--- src/rtl/link_deser_pkg.sv ---
package link_deser_pkg;
  localparam int unsigned LINK_LANES    = 4;
  localparam int unsigned LINK_SLOTS    = 7;
  localparam int unsigned LINK_HI_SLOTS = 4;
  localparam int unsigned LINK_LOCK_N   = 4;
  localparam int unsigned LINK_MISS_N   = 2;
endpackage

--- src/rtl/link_deser_lane.sv ---
module link_deser_lane #(
  parameter int unsigned SLOTS = 7
) (
  input  logic             clk_i,
  input  logic             rst_ni,
  input  logic             clr_i,
  input  logic             d_i,
  output logic [SLOTS-1:0] q_o
);
  // oldest sample ends up in the top bit
  always_ff @(posedge clk_i or negedge rst_ni) begin
    if (!rst_ni)    q_o <= '0;
    else if (clr_i) q_o <= '0;
    else            q_o <= {q_o[SLOTS-2:0], d_i};
  end
endmodule

--- src/rtl/link_deser_frame.sv ---
module link_deser_frame #(
  parameter int unsigned SLOTS    = 7,
  parameter int unsigned HI_SLOTS = 4,
  parameter int unsigned LOCK_N   = 4,
  parameter int unsigned MISS_N   = 2
) (
  input  logic clk_i,
  input  logic rst_ni,
  input  logic clr_i,
  input  logic ck_lane_i,
  output logic load_o,
  output logic lock_o,
  output logic pclk_o
);
  localparam int unsigned PW      = $clog2(SLOTS);
  localparam int unsigned GW      = $clog2(LOCK_N + 1);
  localparam int unsigned MW      = $clog2(MISS_N + 1);
  localparam int unsigned PCLK_HI = (SLOTS + 1) / 2;
  localparam logic [SLOTS:0] PAT  = (SLOTS+1)'(((1 << HI_SLOTS) - 1) << (SLOTS - HI_SLOTS));

  logic [SLOTS:0] hist_q;
  logic [PW-1:0]  cnt_q, cnt_n;
  logic [GW-1:0]  good_q, good_n;
  logic [MW-1:0]  miss_q, miss_n;
  logic           lock_q, lock_n, pclk_q;
  logic           match, last;

  assign match = (hist_q == PAT);
  assign last  = (cnt_q == PW'(SLOTS - 1));

  always_comb begin
    cnt_n  = last ? '0 : cnt_q + PW'(1);
    good_n = good_q;
    miss_n = miss_q;
    lock_n = lock_q;
    if (match) begin
      cnt_n = '0;
      if (last) begin
        miss_n = '0;
        if (good_q != GW'(LOCK_N)) good_n = good_q + GW'(1);
      end else begin
        good_n = GW'(1);  // boundary moved: restart count
      end
    end else if (last) begin
      good_n = '0;
      if (miss_q != MW'(MISS_N)) miss_n = miss_q + MW'(1);
    end
    if (good_n == GW'(LOCK_N)) lock_n = 1'b1;
    if (miss_n == MW'(MISS_N)) lock_n = 1'b0;
  end

  always_ff @(posedge clk_i or negedge rst_ni) begin
    if (!rst_ni) begin
      hist_q <= '0;
      cnt_q  <= '0;
      good_q <= '0;
      miss_q <= '0;
      lock_q <= 1'b0;
      pclk_q <= 1'b0;
    end else if (clr_i) begin
      hist_q <= '0;
      cnt_q  <= '0;
      good_q <= '0;
      miss_q <= '0;
      lock_q <= 1'b0;
      pclk_q <= 1'b0;
    end else begin
      hist_q <= {hist_q[SLOTS-1:0], ck_lane_i};
      cnt_q  <= cnt_n;
      good_q <= good_n;
      miss_q <= miss_n;
      lock_q <= lock_n;
      pclk_q <= lock_n && (cnt_n < PW'(PCLK_HI));
    end
  end

  assign load_o = match && last && lock_q;
  assign lock_o = lock_q;
  assign pclk_o = pclk_q;
endmodule

--- src/rtl/link_deser_word.sv ---
module link_deser_word #(
  parameter int unsigned WORD_W = 28
) (
  input  logic              clk_i,
  input  logic              rst_ni,
  input  logic              clr_i,
  input  logic              load_i,
  input  logic [WORD_W-1:0] lanes_i,
  output logic [WORD_W-1:0] word_o
);
  always_ff @(posedge clk_i or negedge rst_ni) begin
    if (!rst_ni)     word_o <= '0;
    else if (clr_i)  word_o <= '0;
    else if (load_i) word_o <= lanes_i;
  end
endmodule

--- src/rtl/pix_link_deser.sv ---
module pix_link_deser import link_deser_pkg::*; #(
  parameter int unsigned LANES    = LINK_LANES,
  parameter int unsigned SLOTS    = LINK_SLOTS,
  parameter int unsigned HI_SLOTS = LINK_HI_SLOTS,
  parameter int unsigned LOCK_N   = LINK_LOCK_N,
  parameter int unsigned MISS_N   = LINK_MISS_N
) (
  input  logic                     clk_i,
  input  logic                     rst_ni,
  input  logic                     pwr_ni,
  input  logic                     ck_lane_i,
  input  logic [LANES-1:0]         data_lane_i,
  output logic                     pix_clk_o,
  output logic                     lock_o,
  output logic [LANES*SLOTS-5:0]   rgb_o,
  output logic                     hsync_o,
  output logic                     vsync_o,
  output logic                     de_o,
  output logic                     ctl_o
);
  localparam int unsigned WORD_W = LANES * SLOTS;
  localparam int unsigned RGB_W  = WORD_W - 4;

  logic              clr, load;
  logic [WORD_W-1:0] lane_bus, word_q;

  assign clr = !pwr_ni;

  for (genvar g = 0; g < LANES; g++) begin : g_lane
    link_deser_lane #(.SLOTS(SLOTS)) u_lane (
      .clk_i  (clk_i),
      .rst_ni (rst_ni),
      .clr_i  (clr),
      .d_i    (data_lane_i[g]),
      .q_o    (lane_bus[g*SLOTS +: SLOTS])
    );
  end

  link_deser_frame #(
    .SLOTS(SLOTS), .HI_SLOTS(HI_SLOTS), .LOCK_N(LOCK_N), .MISS_N(MISS_N)
  ) u_frame (
    .clk_i     (clk_i),
    .rst_ni    (rst_ni),
    .clr_i     (clr),
    .ck_lane_i (ck_lane_i),
    .load_o    (load),
    .lock_o    (lock_o),
    .pclk_o    (pix_clk_o)
  );

  link_deser_word #(.WORD_W(WORD_W)) u_word (
    .clk_i   (clk_i),
    .rst_ni  (rst_ni),
    .clr_i   (clr),
    .load_i  (load),
    .lanes_i (lane_bus),
    .word_o  (word_q)
  );

  assign rgb_o   = word_q[RGB_W-1:0];
  assign hsync_o = word_q[RGB_W];
  assign vsync_o = word_q[RGB_W+1];
  assign de_o    = word_q[RGB_W+2];
  assign ctl_o   = word_q[RGB_W+3];
endmodule

--- config.mk ---
export PLATFORM = sky130hd
export DESIGN_NAME = pix_link_deser
export DESIGN_NICKNAME = d
export VERILOG_FILES = /design/src/rtl/link_deser_pkg.sv /design/src/rtl/link_deser_lane.sv /design/src/rtl/link_deser_frame.sv /design/src/rtl/link_deser_word.sv /design/src/rtl/pix_link_deser.sv
export SDC_FILE = /design/constraint.sdc
export NUM_CORES = 1
export LEC_CHECK = 0
export BUFFER_PORTS_ARGS = -buffer_cell sky130_fd_sc_hd__buf_2
export CORE_MARGIN = 1.5
export CORE_UTILIZATION = 59
export CTS_BUF_LIST = sky130_fd_sc_hd__clkbuf_4 sky130_fd_sc_hd__clkbuf_8
export DETAILED_ROUTE_END_ITERATION = 8
export PLACE_DENSITY = 0.81
export SKIP_CTS_REPAIR_TIMING = 1
export SLEW_MARGIN = 20
export SYNTH_ARGS = -nofsm -noshare
export SYNTH_HDL_FRONTEND = slang
export SYNTH_SLANG_ARGS = --single-unit
export TNS_END_PERCENT = 50
--- constraint.sdc ---
create_clock -name clk_i -period 2.1 [get_ports clk_i]
set_input_delay 0.21 -clock clk_i [delete_from_list [all_inputs] [get_ports clk_i]]
set_output_delay 0.21 -clock clk_i [all_outputs]
set_load 0.01 [all_outputs]
# == Word-level counts from Yosys, hierarchy flattened ==
# Cells that the tools add are included.
# totals
register_bits,74
input_bits,8
out_inout_bits,30
elab_cells,49
# classes
n_addsub,3
order_cmp,1
n_eq_ne,7
muxes,24
reduce_logical,3
# ops
operator,count
28-bit two-way mux,2
7-bit two-way mux,4
3-bit two-way mux,8
2-bit two-way mux,5
"8-bit by 7-bit equality test with 1-bit output, second input constant",1
8-bit two-way mux,1
"3-bit by 1-bit adder with 3-bit output, second input constant",2
"3-bit equality test, second input constant",2
1-bit two-way mux,4
1-bit logical AND,3
"3-bit < comparator, second input constant",1
"3-bit != test, second input constant",1
"2-bit by 1-bit adder with 2-bit output, second input constant",1
"2-bit equality test, second input constant",1
"2-bit by 1-bit != test with 1-bit output, second input constant",1
"2-bit != test, second input constant",1

# == Depth between registers and ports, before layout ==
# Gate-level depths: netlist (run 1).
# depth
depth_word,9
mapped_depth,7
ltp_nobuf,6

# == Hierarchy ==
# From an unflattened synthesis (run 1), not the netlist that was laid out.
# hier_totals
cells_unflattened,228
area_unflattened_um2,2935.3
# by_module_without_submodules
module,n_inst,cells_each,area_per_inst_um2,seq_area_each_um2
link_deser_word,1,90,1152.4,700.7
link_deser_frame,1,81,903.4,450.4
link_deser_lane,4,14,219.0,175.2
pix_link_deser,1,1,3.8,0.0

# == Worst setup path before layout (run 1) ==
# OpenSTA, ideal clock, no wires.
# synth_path
path_kind,flip-flop to flip-flop
startpoint,reg u_frame.good_q[0]
endpoint,reg u_frame.lock_q (netlist: u_frame.lock_o)
setup_ns,0.111
t_arrival_ns,1.556
required_ns,1.989
slack_ns,0.433
stages_incl_launch_ff,6
n_path_buf,0
period_less_slack_ns,1.667
path_cell_list,dfrtp_1 > inv_1 > ha_1 > o311ai_0 > a221oi_1 > a2111oi_2
# synth_via
elab_chain_cells,8
elab_cells_between_ends,10
classes_between,1 x add/sub; 2 x eq/ne; 7 x mux
# synth_lines
item,line_no,source
"start, declared",link_deser_frame.sv:23,"logic [GW-1:0] good_q, good_n;"
"start signal, assigned",link_deser_frame.sv:70,good_q <= good_n;
3-bit by 1-bit adder with 3-bit output / 3-bit != test (equally long branches),link_deser_frame.sv:40,if (good_q != GW'(LOCK_N)) good_n = good_q + GW'(1);
3-bit two-way mux,link_deser_frame.sv:40,
3-bit two-way mux,link_deser_frame.sv:38,if (last) begin
3-bit two-way mux *,link_deser_frame.sv:36,if (match) begin
3-bit equality test *,link_deser_frame.sv:48,if (good_n == GW'(LOCK_N)) lock_n = 1'b1;
1-bit two-way mux *,link_deser_frame.sv:48,
1-bit two-way mux *,link_deser_frame.sv:49,if (miss_n == MW'(MISS_N)) lock_n = 1'b0;
1-bit two-way mux *,link_deser_frame.sv:60,end else if (clr_i) begin
"end signal, assigned",link_deser_frame.sv:72,lock_q <= lock_n;
"end, declared",link_deser_frame.sv:25,"logic lock_q, lock_n, pclk_q;"
# Mark *: on every way between the ends. The rest lies on a longest branch, timed or not.
# A chain may end at the register's enable or synchronous reset.

# == Worst setup path after layout (run 1) ==
# Same ends and word-level chain as after synthesis.

==> impl_results.md, run 1 <==
* Setup_tns at 0 ns
* Vias in the first global route at 1961
* Static Leakage at 1.68 nW
* Ys flop type: dfrtp_1
* Core box area at 0.00472 mm^2
* TritonCTS clock tree: done
* Worst r2r src: u_frame.good_q[0]$_DFF_PN0_
* Layout Nets at 317
* Avg Cell Area, Syn at 11.0 um^2
* Final Hold Viols at 0
* CP arrival at 2.08 ns
* CP Depth at 5
* Cts bufs inserted at 9
* DR WL met3 at 186 um
* Sequential share of the synthesized area at 64.2%
* Status: finished clean
* P&R area growth vs syn at 17.1%
* Final core occ at 71.5%
* Pin count of the biggest net entering global routing at 75
* Ys async rst share at 100%
* HPWL after DPL at 3.28 mm
* Fin area at 0.00338 mm^2
* Worst rel slew slack at 65.7%
* CP required at 2.32 ns
* Share of layout cells above drive strength 1 at 22.8%
* Worst slew pin tran at 0.512 ns
* Die Ht at 72.9 um
* CP Launch Point: u_frame.good_q[0]$_DFF_PN0_
* R2r setup slk at 0.24 ns
* Synthesized cell area at 0.00289 mm^2
* Slowest CP cell: dfrtp_1
* Max-cap violations at 0
* Hold_sp: data_lane_i[3]
* Clock Skew at 0.0100 ns
* Gr usage total at 21.9%
* Highest routing layer actually used: met4
* Avg Vias per Cell at 5.18
* Pwr dens at 785 mW/mm^2
* Worst path max stage delay at 0.45 ns
* CP delay by family, top: compound AO/OA/AOI/OAI gates
* DRT Pass-1 Iters at 4
* H-tree levels at 3
* Register bit total from synthesis at 74
* N_diodes at 0
* CP endpoint kind: flip-flop
* Startpoint Class: flip-flop
* RSZ-0062 raised after global routing: no
* Number of routed nets with antenna violations at 0
* Die W at 72.9 um
* Fillers at 342
* Tightest Hold Check Type: in -> reg
* Initial DRC Count at 160
* Clock Latency Late Sink at 0.34 ns
* CTS sink count at 74
* Gr ovfl total at 0
* Initial antenna violation count at 0
* Routed length on met2 at 2.48 mm
* Reg-to-Reg End: u_frame.lock_o$_DFF_PN0_
* Final Cycle Share at 88.4%
* WL met1 at 2.35 mm
* Yosys warning count at 0
* Post-place instance area at 0.00316 mm^2
* Buf/Inv on CP at 1
* DP Cell Count at 361
* Crit-path max FO at 7
* # DRC at 0
* Placer congestion estimate at 0.819
* Distinct cells, synth at 35
* Vias at 1958
* Die Area at 0.00532 mm^2
* R2R cell count at 5
* Global-route wire length before repair at 8.72 mm
* Worst vdd ir at 545 uV
* Routed wire length at 5.15 mm
* Critical Path Sink: u_frame.lock_o$_DFF_PN0_
* Crit path time final at 1.86 ns
* Max Transition Viols Final at 0
* Clock transition at path regs at 0.08 ns
* Max Freq at 0.539 GHz
* Syn Nets at 274
* Clock root buffer: clkbuf_8
* Crit path cell chain: inv_1, ha_1, o311ai_0, a221oi_1, a2111oi_2
* Design Power at 0.00265 W
* Max Buffers Root-to-Sink at 2
* Kind of critical path: reg -> reg
* Ports at 38
* WL per Instance at 13.6 um
* Cell Rows at 25
* Setup Viol. Count Final at 0
* Non-Filler Instances at 378
* Port bufs at 37
* Gate Count Post-Synth at 263
* Initial Util at 61.1%
* EDFF count, synth at 0
[cell usage after synthesis, drive strengths merged (2+ instances only)]
library cell	n	share of area [%]
inv	5	0.65
clkbuf	8	1.0
buf	5	0.87
dfrtp	74	64
a21oi	33	5.7
nor2	8	1.1
nor3	3	0.69
o21ai	3	0.52
ha	3	1.3
nand2	61	7.9
a2111oi	2	1.0
nand3	2	0.35
and2	37	8.1
[power by group]
part / internal [W] / leakage (nW) / total [W] / switching [W]
clock network: 0.000608 / 0.103 / 0.00111 / 0.000501
registers: 0.00144 / 1.02 / 0.00146 / 0.0000135
logic: 0.0000279 / 0.553 / 0.0000855 / 0.0000575
total: 0.00208 / 1.68 / 0.00265 / 0.000572
[area by class of cell]
class	count	area (um^2)	area share, %
repair buffers	45	260	7.70
flip-flops and latches	74	1850	54.8
multi-input cells	170	956	28.3
clock inverters	4	51.3	1.52
clock buffers	12	153	4.52
inverters	6	22.5	0.667
well taps	67	83.8	2.48
[cell families after synthesis]
logic type               share of synthesized area, %
AO/OA/AOI/OAI                                    9.45
XOR/XNOR                                        0.304
AND/OR/NAND/NOR                                  21.7
multiplexers                                    0.390
buffers and inverters                            2.69
flip-flops                                       64.2
adder cells (fa/ha/maj)                          1.30
[through the flow]
| stage | hold WS [ns] | setup slack (ns) |
|---|---|---|
| after floorplan | -0.0856 | 0.433 |
| after global placement | 0.265 | 0.351 |
| after detailed placement | 0.271 | 0.263 |
| after CTS | -0.101 | 0.270 |
| after global routing | 0.0748 | 0.0835 |
| final | 0.0754 | 0.243 |
[registers in the layout (all words and copies together), names as in the netlist]
signal / flops
g_lane.u_lane.q_o: 28
u_word.word_o: 28
u_frame.hist_q: 8
u_frame.cnt_q: 3
u_frame.good_q: 3
u_frame.miss_q: 2
u_frame.lock_o: 1
u_frame.pclk_o: 1
[cell usage in the layout (no fill, tap or decap), types with 2 or more instances in the layout]
cell type,Yosys,routed
and2_1,35,35
nand2_1,61,61
nor2_1,7,7
inv_1,5,5
dfrtp_1,74,74
nand3_1,2,2
and2_2,2,2
clkbuf_4,0,2
a2111oi_2,2,2
o21ai_0,3,3
clkbuf_8,0,10
a21oi_1,33,33
ha_1,3,3
buf_2,5,37
nor3_1,2,2
buf_4,0,6
[worst min-delay path by stage]
stage | endpoint | slack (ns) | cells after the start
after global placement | u_word.word_o[18]$_DFFE_PN0P_ | 0.26 | 2
after global routing | g_lane[3].u_lane.q_o[0]$_DFF_PN0_ | 0.07 | 2
final | g_lane[3].u_lane.q_o[0]$_DFF_PN0_ | 0.08 | 2
after detailed placement | u_word.word_o[18]$_DFFE_PN0P_ | 0.27 | 2
after CTS | u_word.word_o[18]$_DFFE_PN0P_ | -0.10 | 2
after floorplan | g_lane[0].u_lane.q_o[0]$_DFF_PN0_ | -0.09 | 0
[metal layers]
layer | vias to the layer above | global-route usage (%)
met5 | - | 0
met4 | 0 | 12.6
met3 | 12 | 3.59
met2 | 42 | 35.2
met1 | 952 | 28.4
li1 | 952 | -
No activity file was read; power rests on OpenSTA's default activity.
==> run 2: changes to the inputs <==
--- a/config.mk
+++ b/config.mk
@@ -10,6 +10,7 @@
 export CORE_UTILIZATION = 59
 export CTS_BUF_LIST = sky130_fd_sc_hd__clkbuf_4 sky130_fd_sc_hd__clkbuf_8
 export DETAILED_ROUTE_END_ITERATION = 8
+export MAX_ROUTING_LAYER = met4
 export PLACE_DENSITY = 0.81
 export SKIP_CTS_REPAIR_TIMING = 1
 export SLEW_MARGIN = 20
==> impl_results.md, run 2 (same netlist as run 1, synthesis figures left out) <==
* R2R cell count at 5 (unchanged)
* N_diodes at 0 (unchanged)
* Status: finished clean
* HPWL after DPL at 3.28 mm (unchanged)
* CTS sink count at 74 (unchanged)
* Max-cap violations at 0 (unchanged)
* Final Hold Viols at 0 (unchanged)
* TritonCTS clock tree: done
* Max Buffers Root-to-Sink at 2 (unchanged)
* R2r setup slk at 0.25 ns (about the same)
* RSZ-0062 raised after global routing: no
* Cell Rows at 25 (unchanged)
* Worst r2r src: u_frame.good_q[0]$_DFF_PN0_
* Vias in the first global route at 1959 (-0.10%)
* Largest regs: g_lane.u_lane.q_o (28), u_word.word_o (28), u_frame.hist_q (8)
* Placer congestion estimate at 0.831 (+1.5%)
* Ports at 38 (unchanged)
* Post-place instance area at 0.00316 mm^2 (unchanged)
* Leading cell type in the layout, fill and taps excluded: dfrtp_1
* Crit path time final at 1.85 ns (-0.00191 ns)
* CP Launch Point: u_frame.good_q[0]$_DFF_PN0_
* WL per Instance at 13.7 um (+0.47%)
* Initial antenna violation count at 0 (unchanged)
* Routed wire length at 5.17 mm (+0.47%)
* Worst slew pin tran at 0.514 ns (+0.00173 ns)
* Global-route wire length before repair at 8.73 mm (about the same)
* CP endpoint kind: flip-flop
* P&R area growth vs syn at 17.1% (unchanged)
* Kind of critical path: reg -> reg
* Clock root buffer: clkbuf_8
* Crit-path max FO at 7 (unchanged)
* CP arrival at 2.08 ns (about the same)
* Avg Vias per Cell at 5.17 (-0.10%)
* Setup Viol. Count Final at 0 (unchanged)
* Initial Util at 61.1% (unchanged)
* CP delay by family, top: compound AO/OA/AOI/OAI gates
* Vias at 1956 (-0.10%)
* Most frequent cells in the layout: dfrtp_1, nand2_1, buf_2
* Reg-to-Reg End: u_frame.lock_o$_DFF_PN0_
* Clock Skew at 0.00992 ns (-0.0000996 ns)
* Crit path cell chain: inv_1, ha_1, o311ai_0, a221oi_1, a2111oi_2
* Number of routed nets with antenna violations at 0 (unchanged)
* Critical Path Sink: u_frame.lock_o$_DFF_PN0_
* Max Transition Viols Final at 0 (unchanged)
* CP required at 2.32 ns (about the same)
* Gr ovfl total at 0 (unchanged)
* Gr usage total at 22.6% (+0.67 points)
* Die Area at 0.00532 mm^2 (unchanged)
* CP Depth at 5 (unchanged)
* Die W at 72.9 um (unchanged)
* Pwr dens at 784 mW/mm^2 (-0.13%)
* Final Cycle Share at 88.3% (-0.091 points)
* Layout Nets at 317 (unchanged)
* Cts bufs inserted at 9 (unchanged)
* Initial DRC Count at 160 (unchanged)
* DRT Pass-1 Iters at 4 (unchanged)
* Max Freq at 0.539 GHz (+0.10%)
* # DRC at 0 (unchanged)
* Setup_tns at 0 ns (unchanged)
* Clock transition at path regs at 0.07 ns (about the same)
* Fin area at 0.00338 mm^2 (unchanged)
* Core box area at 0.00472 mm^2 (unchanged)
* Share of layout cells above drive strength 1 at 22.8% (unchanged)
* Tightest Hold Check Type: in -> reg
* Static Leakage at 1.68 nW (unchanged)
* Buf/Inv on CP at 1 (unchanged)
* Clock Latency Late Sink at 0.34 ns (about the same)
* Worst path max stage delay at 0.45 ns (about the same)
* H-tree levels at 3 (unchanged)
* Pin count of the biggest net entering global routing at 75 (unchanged)
* Port bufs at 37 (unchanged)
* Startpoint Class: flip-flop
* Worst rel slew slack at 65.5% (-0.12 points)
* Die Ht at 72.9 um (unchanged)
* Worst vdd ir at 544 uV (-0.18%)
* Slowest CP cell: dfrtp_1
-- run 2: cell counts in the layout (fill, tap and decap cells not counted) --
Identical to the previous run, type by type.
-- run 2: metrics by stage --
step | setup WS (ns) | utilization [%] | hold slack (ns) | power [W] | instances
finish | 0.245 | 71.5 | 0.0784 | 0.00265 | 378
global route | 0.0835 | 71.5 | 0.0746 | 0.00274 | 378
CTS | 0.270 | 71.3 | -0.101 | 0.00268 | 377
detailed placement | 0.263 | 67.0 | 0.271 | 0.00157 | 361
global placement | 0.351 | 67.0 | 0.265 | 0.00157 | 361
floorplan | 0.433 | - | -0.0856 | 0.00152 | 263
-- run 2: how the worst min path moves through the flow --
stage	from	to	slack, ns	cells past startpoint
floorplan	rst_ni	g_lane[0].u_lane.q_o[0]$_DFF_PN0_	-0.09	0
global placement	rst_ni	u_word.word_o[18]$_DFFE_PN0P_	0.26	2
detailed placement	rst_ni	u_word.word_o[18]$_DFFE_PN0P_	0.27	2
CTS	rst_ni	u_word.word_o[18]$_DFFE_PN0P_	-0.10	2
global route	data_lane_i[3]	g_lane[3].u_lane.q_o[0]$_DFF_PN0_	0.07	2
finish	data_lane_i[3]	g_lane[3].u_lane.q_o[0]$_DFF_PN0_	0.08	2
-- run 2: power by group --
group	switching (W)	internal [W]	total [W]
sequential	0.0000134	0.00144	0.00146
clock	0.000498	0.000608	0.00111
combinational	0.0000578	0.0000279	0.0000858
total	0.000569	0.00208	0.00265
-- run 2: metal layers --
metal	vias up	track usage [%]	part of all wire (%)
met3	9	3.59	4.3
met5	-	-	0
met4	0	12.6	1.8
met1	948	28.4	45
li1	951	-	-
met2	48	35.2	49
-- run 2: area by class of cell --
type / instances / area, um^2
clock buffer: 12 / 153
clock inverter: 4 / 51.3
fill: 342 / 1350
inverter: 6 / 22.5
multi-input combinational: 170 / 956
sequential: 74 / 1850
tap: 67 / 83.8
timing repair buffer: 45 / 260
==> run 3: changes to the inputs <==
--- a/config.mk
+++ b/config.mk
@@ -7,11 +7,10 @@
 export LEC_CHECK = 0
 export BUFFER_PORTS_ARGS = -buffer_cell sky130_fd_sc_hd__buf_2
 export CORE_MARGIN = 1.5
-export CORE_UTILIZATION = 59
+export CORE_UTILIZATION = 29
 export CTS_BUF_LIST = sky130_fd_sc_hd__clkbuf_4 sky130_fd_sc_hd__clkbuf_8
 export DETAILED_ROUTE_END_ITERATION = 8
 export MAX_ROUTING_LAYER = met4
-export PLACE_DENSITY = 0.81
 export SKIP_CTS_REPAIR_TIMING = 1
 export SLEW_MARGIN = 20
 export SYNTH_ARGS = -nofsm -noshare
==> impl_results.md, run 3 (same netlist as run 1, synthesis figures left out) <==
* Cell Rows at 36 (+44%)
* Avg Vias per Cell at 4.40 (-15%)
* Initial DRC Count at 84 (-48%)
* Tightest Hold Check Type: in -> reg
* Worst r2r src: u_frame.good_q[0]$_DFF_PN0_
* Placer congestion estimate at 0.746 (-10%)
* Port bufs at 37 (unchanged)
* CTS sink count at 74 (unchanged)
* Worst path max stage delay at 0.44 ns (about the same)
* Max Transition Viols Final at 0 (unchanged)
* DRT Pass-1 Iters at 4 (unchanged)
* Most frequent cells in the layout: dfrtp_1, nand2_1, buf_2
* Place WS at 0.282 ns (+0.0190 ns)
* Critical Path Sink: u_frame.lock_o$_DFF_PN0_
* Setup_tns at 0 ns (unchanged)
* Buf/Inv on CP at 1 (unchanged)
* Crit path cell chain: inv_1, ha_1, o311ai_0, a221oi_1, a2111oi_2
* DR WL met3 at 187 um (-16%)
* Routed wire length at 5.50 mm (+6.4%)
* Max Buffers Root-to-Sink at 2 (unchanged)
* TritonCTS clock tree: done
* Die Area at 0.0106 mm^2 (+98%)
* Clock root buffer: clkbuf_8
* Clock transition at path regs at 0.07 ns (about the same)
* Pin count of the biggest net entering global routing at 41 (-45%)
* Gr usage total at 12.3% (-10 points)
* Final Cycle Share at 87.0% (-1.3 points)
* Kind of critical path: reg -> reg
* Worst setup margin at 0.273 ns (+0.0280 ns)
* HPWL after DPL at 3.58 mm (+9.1%)
* Cts bufs inserted at 9 (unchanged)
* Layout Nets at 317 (unchanged)
* Pwr dens at 739 mW/mm^2 (-5.8%)
* Worst slew pin tran at 0.524 ns (+0.00983 ns)
* Clock Skew at 0.00361 ns (-0.00631 ns)
* Number of routed nets with antenna violations at 0 (unchanged)
* R2R cell count at 5 (unchanged)
* Post-place instance area at 0.00325 mm^2 (+2.7%)
* Worst rel slew slack at 65.1% (-0.44 points)
* Gr ovfl total at 0 (unchanged)
* Crit path time final at 1.83 ns (-0.0280 ns)
* CP Depth at 5 (unchanged)
* Worst vdd ir at 312 uV (-43%)
* Routed length on met2 at 2.55 mm (+0.12%)
* WL met1 at 2.71 mm (+17%)
* Fin area at 0.00344 mm^2 (+1.7%)
* R2r setup slk at 0.27 ns (+0.03 ns)
* # DRC at 0 (unchanged)
* Status: finished clean
* Largest regs: g_lane.u_lane.q_o (28), u_word.word_o (28), u_frame.hist_q (8)
* CP Launch Point: u_frame.good_q[0]$_DFF_PN0_
* Vias in the first global route at 1911 (-2.5%)
* Initial antenna violation count at 0 (unchanged)
* Die W at 103 um (+41%)
* Slowest CP cell: dfrtp_1
* Reg-to-Reg End: u_frame.lock_o$_DFF_PN0_
* Max-cap violations at 0 (unchanged)
* Vias at 1944 (-0.61%)
* Initial Util at 29.7% (-31 points)
* Share of layout cells above drive strength 1 at 22.3% (-0.50 points)
* RSZ-0062 raised after global routing: no
* Final Hold Viols at 0 (unchanged)
* Ports at 38 (unchanged)
* Design Power at 0.00254 W (-4.2%)
* Core box area at 0.00973 mm^2 (+110%)
* H-tree levels at 3 (unchanged)
* CP delay by family, top: compound AO/OA/AOI/OAI gates
* Max Freq at 0.547 GHz (+1.5%)
* Highest routing layer actually used: met4
* CP endpoint kind: flip-flop
* N_diodes at 0 (unchanged)
* Global-route wire length before repair at 9.45 mm (+8.3%)
* P&R area growth vs syn at 19.1%
* Final core occ at 35.3% (-36 points)
* Clock Latency Late Sink at 0.33 ns (about the same)
* Crit-path max FO at 7 (unchanged)
* Die Ht at 103 um (+41%)
* CP arrival at 2.05 ns (-0.03 ns)
* CP required at 2.33 ns (about the same)
* Static Leakage at 1.67 nW (-0.73%)
* WL per Instance at 12.5 um (-9.0%)
* Setup Viol. Count Final at 0 (unchanged)
* Leading cell type in the layout, fill and taps excluded: dfrtp_1
* Startpoint Class: flip-flop
[run 3: changes by cell type in the layout (fill, tap and decap cells not counted)]
cell | before | now
clkbuf_8 | 10 | 12
clkbuf_4 | 2 | 0
buf_2 | 37 | 36
clkinv_4 | 1 | 0
bufinv_16 | 1 | 0
buf_4 | 6 | 7
[run 3: metal layers]
metal | track usage (%) | up-vias
met1 | 16.4 | 959
li1 | - | 950
met2 | 17.8 | 29
met3 | 4.34 | 6
met5 | - | -
met4 | 3.33 | 0
[run 3: layout make-up]
cell class / instances / area [um^2]
Tap cell: 133 / 166
Clock buffer: 12 / 165
Sequential cell: 74 / 1850
Timing Repair Buffer: 45 / 263
Clock inverter: 2 / 12.5
Fill cell: 1033 / 6290
Multi-Input combinational cell: 170 / 956
Inverter: 6 / 22.5
[run 3: how the worst min path moves through the flow]
stage	startpoint	to	depth (start not counted)	slack, ns
5_1_grt	data_lane_i[1]	g_lane[1].u_lane.q_o[0]$_DFF_PN0_	2	0.07
4_1_cts	rst_ni	g_lane[0].u_lane.q_o[3]$_DFF_PN0_	1	-0.15
3_5_place_dp	rst_ni	g_lane[0].u_lane.q_o[2]$_DFF_PN0_	1	0.23
2_1_floorplan	rst_ni	g_lane[0].u_lane.q_o[0]$_DFF_PN0_	0	-0.09
3_3_place_gp	rst_ni	g_lane[0].u_lane.q_o[2]$_DFF_PN0_	1	0.22
6_report	data_lane_i[1]	g_lane[1].u_lane.q_o[0]$_DFF_PN0_	2	0.08
[run 3: report_power, final]
| part | internal, W | switching (W) | leakage [nW] | total, W |
|---|---|---|---|---|
| logic | 0.0000284 | 0.0000592 | 0.554 | 0.0000876 |
| clock network | 0.000511 | 0.000483 | 0.0903 | 0.000994 |
| registers | 0.00144 | 0.0000130 | 1.02 | 0.00146 |
| total | 0.00198 | 0.000555 | 1.67 | 0.00254 |
[run 3: per-stage QoR]
stage / hold WS, ns / cells
floorplan: -0.0856 / 263
global placement: 0.219 / 427
detailed placement: 0.227 / 427
CTS: -0.146 / 441
global route: 0.0657 / 442
finish: 0.0849 / 442
